$ cat config.mk
export PLATFORM = sky130hd
export DESIGN_NAME = crc32_byte_engine
export DESIGN_NICKNAME = d
export VERILOG_FILES = /design/src/rtl/crc_eng_pkg.sv /design/src/rtl/crc_seed_sel.sv /design/src/rtl/crc_fold.sv /design/src/rtl/crc32_byte_engine.sv
export SDC_FILE = /design/constraint.sdc
export NUM_CORES = 1
export LEC_CHECK = 0
export ABC_AREA = 1
export BUFFER_PORTS_ARGS = -buffer_cell sky130_fd_sc_hd__buf_2
export CAP_MARGIN = 20
export CORE_ASPECT_RATIO = 1.5
export CORE_MARGIN = 5
export CORE_UTILIZATION = 30
export CTS_CLUSTER_DIAMETER = 30
export DETAILED_ROUTE_END_ITERATION = 6
export PLACE_DENSITY = 0.59
export SYNTH_ARGS = -nofsm -noshare
export SYNTH_HDL_FRONTEND = slang
export SYNTH_HIERARCHICAL = 1
export SYNTH_SLANG_ARGS = --single-unit
$ cat constraint.sdc
create_clock -name clk -period 4.2 [get_ports clk]
set_input_delay 0.21 -clock clk [delete_from_list [all_inputs] [get_ports clk]]
set_output_delay 0.21 -clock clk [all_outputs]
set_load 0.02 [all_outputs]
$ cat src/rtl/crc_eng_pkg.sv
// Package: shared widths and constants for the byte-serial CRC engine.
// Assumes a single normal-form (non-reflected) polynomial per instance.
package crc_eng_pkg;
    localparam int          CRC_W        = 32;
    localparam int          BYTE_W       = 8;
    localparam logic [31:0] POLY_DEFAULT = 32'h2004_4009;
    localparam logic [31:0] SEED_DEFAULT = 32'hFFFF_FFFF;
endpackage

$ cat src/rtl/crc_seed_sel.sv
// Module: crc_seed_sel
// Picks the register value a byte is folded into. On a start byte this is
// the default seed or the caller seed; otherwise it is the running value.
// Assumes start is only meaningful for a byte that is being accepted.
module crc_seed_sel #(
    parameter int              W    = 32,
    parameter logic [W-1:0]    INIT = '1
) (
    input  logic         start,
    input  logic         use_seed,
    input  logic [W-1:0] seed,
    input  logic [W-1:0] running,
    output logic [W-1:0] base
);
    // Select the fold base for the current byte.
    always_comb begin
        if (!start)
            base = running;
        else if (use_seed)
            base = seed;
        else
            base = INIT;
    end
endmodule

$ cat src/rtl/crc_fold.sv
// Module: crc_fold
// Combinational fold of one DW-bit word into a W-bit CRC, MSB first. It is
// built as a chain of DW single-bit LFSR steps, equivalent to a table lookup
// on (crc >> (W-DW)) ^ data. Assumes DW <= W.
module crc_fold #(
    parameter int           W    = 32,
    parameter int           DW   = 8,
    parameter logic [W-1:0] POLY = 32'h2004_4009
) (
    input  logic [W-1:0]  crc_in,
    input  logic [DW-1:0] data,
    output logic [W-1:0]  crc_o
);
    logic [W-1:0] stage [0:DW];

    assign stage[0] = crc_in;

    for (genvar g = 0; g < DW; g++) begin : g_bit
        logic fb;
        // One shift step: feedback is the top bit XOR the next data bit.
        assign fb           = stage[g][W-1] ^ data[DW-1-g];
        assign stage[g+1]   = {stage[g][W-2:0], 1'b0} ^ (fb ? POLY : '0);
    end

    assign crc_o = stage[DW];
endmodule

$ cat src/rtl/crc32_byte_engine.sv
// Module: crc32_byte_engine (top)
// Byte-serial CRC over descriptor buffers. It accepts one byte per clock
// once out of reset. A start byte loads the seed and folds at once; a last
// byte closes the buffer and produces a done pulse the next cycle. Bytes
// arriving while no buffer is open are consumed and dropped.
// Assumes in_start/in_last are qualified by in_valid.
module crc32_byte_engine
    import crc_eng_pkg::*;
#(
    parameter int                 CRC_WIDTH  = CRC_W,
    parameter int                 DATA_WIDTH = BYTE_W,
    parameter logic [CRC_W-1:0]   POLY       = POLY_DEFAULT,
    parameter logic [CRC_W-1:0]   INIT       = SEED_DEFAULT
) (
    input  logic                  clk,
    input  logic                  rst_n,
    input  logic                  in_valid,
    output logic                  in_ready,
    input  logic [DATA_WIDTH-1:0] in_data,
    input  logic                  in_start,
    input  logic                  in_last,
    input  logic                  seed_use,
    input  logic [CRC_WIDTH-1:0]  seed_value,
    output logic [CRC_WIDTH-1:0]  crc_out,
    output logic                  done
);
    localparam logic [CRC_WIDTH-1:0] POLY_W = POLY[CRC_WIDTH-1:0];
    localparam logic [CRC_WIDTH-1:0] INIT_W = INIT[CRC_WIDTH-1:0];

    logic                 ready_q;
    logic                 open_q;
    logic                 done_q;
    logic [CRC_WIDTH-1:0] crc_q;
    logic [CRC_WIDTH-1:0] fold_base;
    logic [CRC_WIDTH-1:0] fold_next;
    logic                 take;
    logic                 fold_en;

    // Handshake and fold qualification.
    assign take    = in_valid & ready_q;
    assign fold_en = take & (in_start | open_q);

    crc_seed_sel #(.W(CRC_WIDTH), .INIT(INIT_W)) u_seed (
        .start    (in_start),
        .use_seed (seed_use),
        .seed     (seed_value),
        .running  (crc_q),
        .base     (fold_base)
    );

    crc_fold #(.W(CRC_WIDTH), .DW(DATA_WIDTH), .POLY(POLY_W)) u_fold (
        .crc_in (fold_base),
        .data   (in_data),
        .crc_o  (fold_next)
    );

    // State update: ready, buffer-open flag, CRC register and done pulse.
    always_ff @(posedge clk) begin
        if (!rst_n) begin
            ready_q <= 1'b0;
            open_q  <= 1'b0;
            done_q  <= 1'b0;
            crc_q   <= INIT_W;
        end else begin
            ready_q <= 1'b1;
            done_q  <= fold_en & in_last;
            if (fold_en) begin
                crc_q  <= fold_next;
                open_q <= ~in_last;
            end
        end
    end

    assign in_ready = ready_q;
    assign crc_out  = crc_q;
    assign done     = done_q;
endmodule

==> metrics.md, run 1 <==
| Metric | Value |
|---|---|
| Status | `finished clean` |
| P&R area growth vs syn | `11.4%` |
| VDD IR-drop max | `0.155 mV` |
| Most frequent CP cell | `nand2_1` |
| Pins Over Slew Limit | `0` |
| Post-CTS Resized | `0` |
| Die Y | `129 um` |
| F_max | `0.507 GHz` |
| Synth top area share | `26.4%` |
| Total iterations of the first detailed-routing run | `4` |
| Final clock skew | `0.00481 ns` |
| Vias in the first global route | `2,821` |
| Reg area | `701 um2` |
| Crit path arrival time | `2.11 ns` |
| Layout cells sized above 1 | `25.1%` |
| Syn_nets | `491` |
| Least-Margin Pin Slew | `0.765 ns` |
| Syn Std Cell Area | `2840 um2` |
| Leading area contributor after synthesis | `nand2_1` |
| Ratio of final minimum period to clock period | `46.9%` |
| Core area | `9250 um2` |
| Cts hold-fix bufs | `0` |
| Final Hold Viols | `0` |
| Setup CP Type | `in -> reg` |
| CP Capture Type | `flop` |
| DP HPWL | `6.45 mm` |
| Placer Congestion | `0.830` |
| Site Rows | `43` |
| Worst hold path class | `in -> reg` |
| Die area | `11,600 um2` |
| Unrepaired setup endpoints after global routing | `false` |
| Filler cell count | `1,089` |
| Worst Path Required | `4.34 ns` |
| Post-synthesis cell type count | `23` |
| Mapped Cells | `445` |
| Die W | `89.5 um` |
| Syn_area_per_cell | `6.39 um2` |
| Post-route minimum period | `1.97 ns` |
| Nets | `545` |
| Yosys Warn Count | `6` |
| Power Density | `330 nW/um2` |
| Post-CTS setup buffers | `0` |
| DRC violations left | `0` |
| DR WL/cell | `13.9 um` |
| Pwr Total | `1.04 mW` |
| IO buf count | `79` |
| Initial antenna violation count | `0` |
| Area of the multi-input gates | `1570 um2` |
| Slew margin rel. | `49.0%` |
| Crit-path max FO | `34` |
| CTS buffer count | `5` |
| Most frequent cells in the layout | `nand2_1 (200), buf_2 (79), nand3_1 (62)` |
| CTS clk-pin slew, worst paths | `0.05 ns` |
| Sequential fraction of the synthesis area | `24.7%` |
| Hold WS | `0.219 ns` |
| Overflow left after global routing | `0` |
| Starting Density | `30.7%` |
| Largest net degree at the start of global routing | `36` |
| # IOs | `80` |
| MaxCap Viol Count | `0` |
| Clock buffer depth | `2` |
| Final ANT Viol Nets | `0` |
| DRT iter0 DRCs | `197` |
| CTS tree | `built` |
| H-tree Lvls | `2` |
| Clk root buf | `clkbuf_16` |
| Worst skew pair latency | `0.28 ns` |
| Final wirelength | `8.49 mm` |
| Final setup fails | `0` |
| Yosys reg bits | `35` |
| Commonest non-fill, non-tap cell in the layout | `nand2_1` |
| Setup TNS | `0 ns` |
| Clk sinks | `35` |
| N_diodes | `0` |
| DR vias | `2,791` |
| Leakage | `1.88 nW` |
| Top cells by area, synth | `nand2_1 (26%), dfxtp_1 (25%), nand3_1 (11%), inv_1 (7.1%), buf_6 (6.3%)` |
| Startpoint types | `input port` |
| CP max stage cell | `buf_2` |
| Critical path's largest stage delay | `0.50 ns` |
| Cell Chain, Critical Path | `buf_2, inv_4, nand2_1, nand2_1, inv_1, nand2_1, nand2_1, nand2_4, nand2_4, nand2_4, nand3_1, nand2_1, nand3_1, nand3_2` |
| Vias per inst | `4.58` |
| First-pass GRT wire length | `13.5 mm` |
| GRT Util Overall | `15.1%` |
[synthesized netlist by cell type]
cell type	number
nand2_1	200
nand3_1	62
inv_1	54
dfxtp_1	35
nand2_2	18
buf_6	16
buf_4	9
nand3_2	9
xnor2_1	9
xor2_1	9
nand2_4	6
clkbuf_8	5
inv_2	2
nor2_1	2
buf_12	1
buf_2	1
inv_4	1
inv_6	1
nand2_8	1
nand3_4	1
nor3_4	1
o21bai_1	1
xor2_2	1
[final cells by class]
cell class	instances	share of cell area, %
Inverter	58	7.12
Timing Repair Buffer	79	12.5
Tap cell	112	4.43
Multi-Input combinational cell	320	49.7
Sequential cell	35	22.1
Clock buffer	6	4.07
[final timing paths]
| check | start | to | slack, ns | cells past startpoint |
|---|---|---|---|---|
| setup / recovery | in_start | crc_out[19]$_SDFFE_PN1P_ | 2.23 | 14 |
| hold / removal | in_last | done$_SDFF_PN0_ | 0.22 | 3 |
| setup reg to reg | crc_out[27]$_SDFFE_PN1P_ | crc_out[18]$_SDFFE_PN1P_ | 2.61 | 13 |
| hold reg to reg | crc_out[28]$_SDFFE_PN1P_ | crc_out[28]$_SDFFE_PN1P_ | 0.49 | 2 |
[power by group]
part           internal [mW]  switching (mW)
clock                  0.213           0.133
sequential             0.353          0.0193
combinational          0.113           0.212
[registers in the layout, indices dropped and copies added (netlist names)]
name,flops
crc_out,32
done,1
in_ready,1
open_q,1
[worst max-delay path, delay by kind of cell]
kind	cells	cell delay, ns
AND/OR/NAND/NOR	11	1.04
buffers and inverters	3	0.86
[logic make-up (layout without fill, tap and decap cells)]
group	after synthesis	in the layout	synth area share, %
simple gates	300	300	49.0
buf+inv	90	143	19.9
flops	35	35	24.7
xor+xnor	19	19	6.12
compound gates	1	1	0.264
[through the flow]
| stage | instances | cell area [um2] | setup slack (ns) | util (%) |
|---|---|---|---|---|
| 3_5_place_dp | 604 | 3040 | 1.95 | 32.8 |
| 2_1_floorplan | 445 | 2840 | 2.72 | - |
| 5_1_grt | 610 | 3160 | 2.02 | 34.2 |
| 3_3_place_gp | 604 | 3040 | 2.00 | 32.8 |
| 6_report | 610 | 3160 | 2.23 | 34.2 |
| 4_1_cts | 610 | 3160 | 2.25 | 34.2 |
[routing by layer]
metal	share of wire (%)	track usage, %	wire (um)	vias up
met5	0	0	0	-
met4	2.6	6.31	219	0
met3	4.7	2.35	403	17
met2	52	27.4	4450	83
met1	40	17.1	3410	1247
li1	-	-	-	1444
(Power assumes the default switching activity.)
==> run 2, diff against run 1 <==
Clock period 4.2 ns to 2 ns, I/O delays scaled along.
==> metrics.md, run 2 (synthesis gave the netlist of run 1 again) <==
| Metric | Value |
|---|---|
| Final ANT Viol Nets | `0` |
| Max FFs per register | `32` |
| NetSw | `777 uW` |
| Met1 WL | `3.34 mm` |
| Combinational Power Share | `30.8%` |
| Most frequent cells in the layout | `nand2_1 (200), buf_2 (79), nand3_1 (62)` |
| Clk sinks | `35` |
| Reg2Reg Setup Slack | `0.33 ns` |
| Final clock skew | `0.00377 ns` |
| Switching share of power | `34.5%` |
| Least-Margin Pin Slew | `0.391 ns` |
| Initial antenna violation count | `0` |
| Ratio of final minimum period to clock period | `83.5%` |
| Final wirelength | `8.36 mm` |
| Power Density | `698 nW/um2` |
| # IOs | `80` |
| Vias in the first global route | `2,731` |
| Status | `finished clean` |
| Pins Over Slew Limit | `0` |
| Highest routed layer | `met4` |
| CTS buffer count | `5` |
| Core area | `9250 um2` |
| Overflow left after global routing | `0` |
| Post-CTS setup buffers | `0` |
| DP HPWL | `6.55 mm` |
| DRC violations left | `0` |
| Hold Crit Depth | `3` |
| Worst hold path class | `in -> reg` |
| Filler cell count | `1,060` |
| First-pass GRT wire length | `13.3 mm` |
| Commonest non-fill, non-tap cell in the layout | `nand2_1` |
| CP Capture Type | `flop` |
| Internal power | `1.47 mW` |
| Slew margin rel. | `73.9%` |
| MaxCap Viol Count | `0` |
| CTS clk-pin slew, worst paths | `0.05 ns` |
| Reg power frac | `34.7%` |
| Clock power frac | `34.5%` |
| F_max | `0.599 GHz` |
| GRT Util Overall | `14.9%` |
| Layout cells sized above 1 | `26.0%` |
| Clock buffer depth | `2` |
| Die Y | `129 um` |
| CTS tree | `built` |
| IO buf count | `79` |
| DR vias | `2,745` |
| N_diodes | `0` |
| Startpoint types | `flop` |
| Nets | `549` |
| Vias per inst | `4.46` |
| Final Hold Viols | `0` |
| Crit path arrival time | `1.89 ns` |
| Worst skew pair latency | `0.28 ns` |
| Hold path startpoint | `in_last` |
| Final Instance Area | `3220 um2` |
| Starting Density | `30.7%` |
| Cts hold-fix bufs | `0` |
| Placed Instance Area | `3080 um2` |
| DR WL/cell | `13.6 um` |
| Largest net degree at the start of global routing | `35` |
| H-tree Lvls | `2` |
| Total iterations of the first detailed-routing run | `4` |
| Worst Path Required | `2.22 ns` |
| Post-route minimum period | `1.67 ns` |
| Reg area | `701 um2` |
| VDD IR-drop max | `0.325 mV` |
| Post-CTS Resized | `0` |
| Clk root buf | `clkbuf_16` |
| Die W | `89.5 um` |
| DR WL met2 | `4.29 mm` |
| DRT iter0 DRCs | `164` |
| Reg2Reg Depth | `10` |
| Hold path endpoint | `done$_SDFF_PN0_` |
| Non-filler instance count after layout | `615` |
| RR Startpoint | `crc_out[29]$_SDFFE_PN1P_` |
| Placer Congestion | `0.825` |
| Placed cell count | `608` |
| P&R area growth vs syn | `13.4%` |
| Final setup fails | `0` |
| Setup TNS | `0 ns` |
| Area of the multi-input gates | `1570 um2` |
| Leakage | `1.91 nW` |
| Unrepaired setup endpoints after global routing | `false` |
| Detail Route met3 WL | `513 um` |
| R2r endpoint | `crc_out[16]$_SDFFE_PN1P_` |
| Die area | `11,600 um2` |
| Setup CP Type | `reg -> reg` |
| Crit-path max FO | `5` |
| Site Rows | `43` |
| Post-route core utilization | `34.8%` |
run 2: worst max-delay path by stage:
| stage | start | end | slack (ns) | cells after the start |
|---|---|---|---|---|
| floorplan | crc_out[31]$_SDFFE_PN1P_ | crc_out[1]$_SDFFE_PN1P_ | 0.53 | 12 |
| global placement | seed_use | crc_out[16]$_SDFFE_PN1P_ | 0.20 | 13 |
| detailed placement | seed_use | crc_out[16]$_SDFFE_PN1P_ | 0.18 | 13 |
| CTS | crc_out[29]$_SDFFE_PN1P_ | crc_out[16]$_SDFFE_PN1P_ | 0.31 | 10 |
| global route | crc_out[29]$_SDFFE_PN1P_ | crc_out[16]$_SDFFE_PN1P_ | 0.26 | 10 |
| finish | crc_out[29]$_SDFFE_PN1P_ | crc_out[16]$_SDFFE_PN1P_ | 0.33 | 10 |
run 2: critical path, cell delays in order, from the launching register on:
cell     delay [ns]
dfxtp_1        0.36
nand2_1        0.07
nand2_1        0.08
inv_1          0.04
nand2_1        0.05
nand2_1        0.20
nand2_1        0.15
nand2_2        0.13
xnor2_1        0.30
nand3_1        0.12
nand3_1        0.10
run 2: routing by layer:
layer  vias to the layer above  global-route usage [%]
met5                         -                       0
met4                         0                    6.13
met1                      1213                    17.2
met2                        80                    26.4
met3                        13                    2.80
li1                       1439                       -
run 2: metrics by stage:
step / total power [mW] / hold WS, ns / worst slack, ns
final: 2.25 / 0.112 / 0.331
after detailed placement: 1.49 / 0.404 / 0.183
after CTS: 2.27 / 0.107 / 0.306
after floorplan: 1.36 / 0.128 / 0.532
after global placement: 1.48 / 0.396 / 0.196
after global routing: 2.37 / 0.114 / 0.258
run 2: final cells by class:
class                           instances  share of cell area (%)
Clock buffer                            6                    4.31
Clock inverter                          1                   0.155
Inverter                               58                    6.99
Multi-Input combinational cell        320                    48.9
Sequential cell                        35                    21.7
Tap cell                              112                    4.35
Timing Repair Buffer                   83                    13.6
run 2: power by group through the flow:
stage               Sequential, mW  Combinational (mW)  Clock (mW)
CTS                          0.782               0.697       0.792
detailed placement           0.796               0.693           0
global route                 0.786               0.772       0.812
global placement             0.796               0.687           0
floorplan                    0.837               0.518           0
finish                       0.781               0.692       0.775
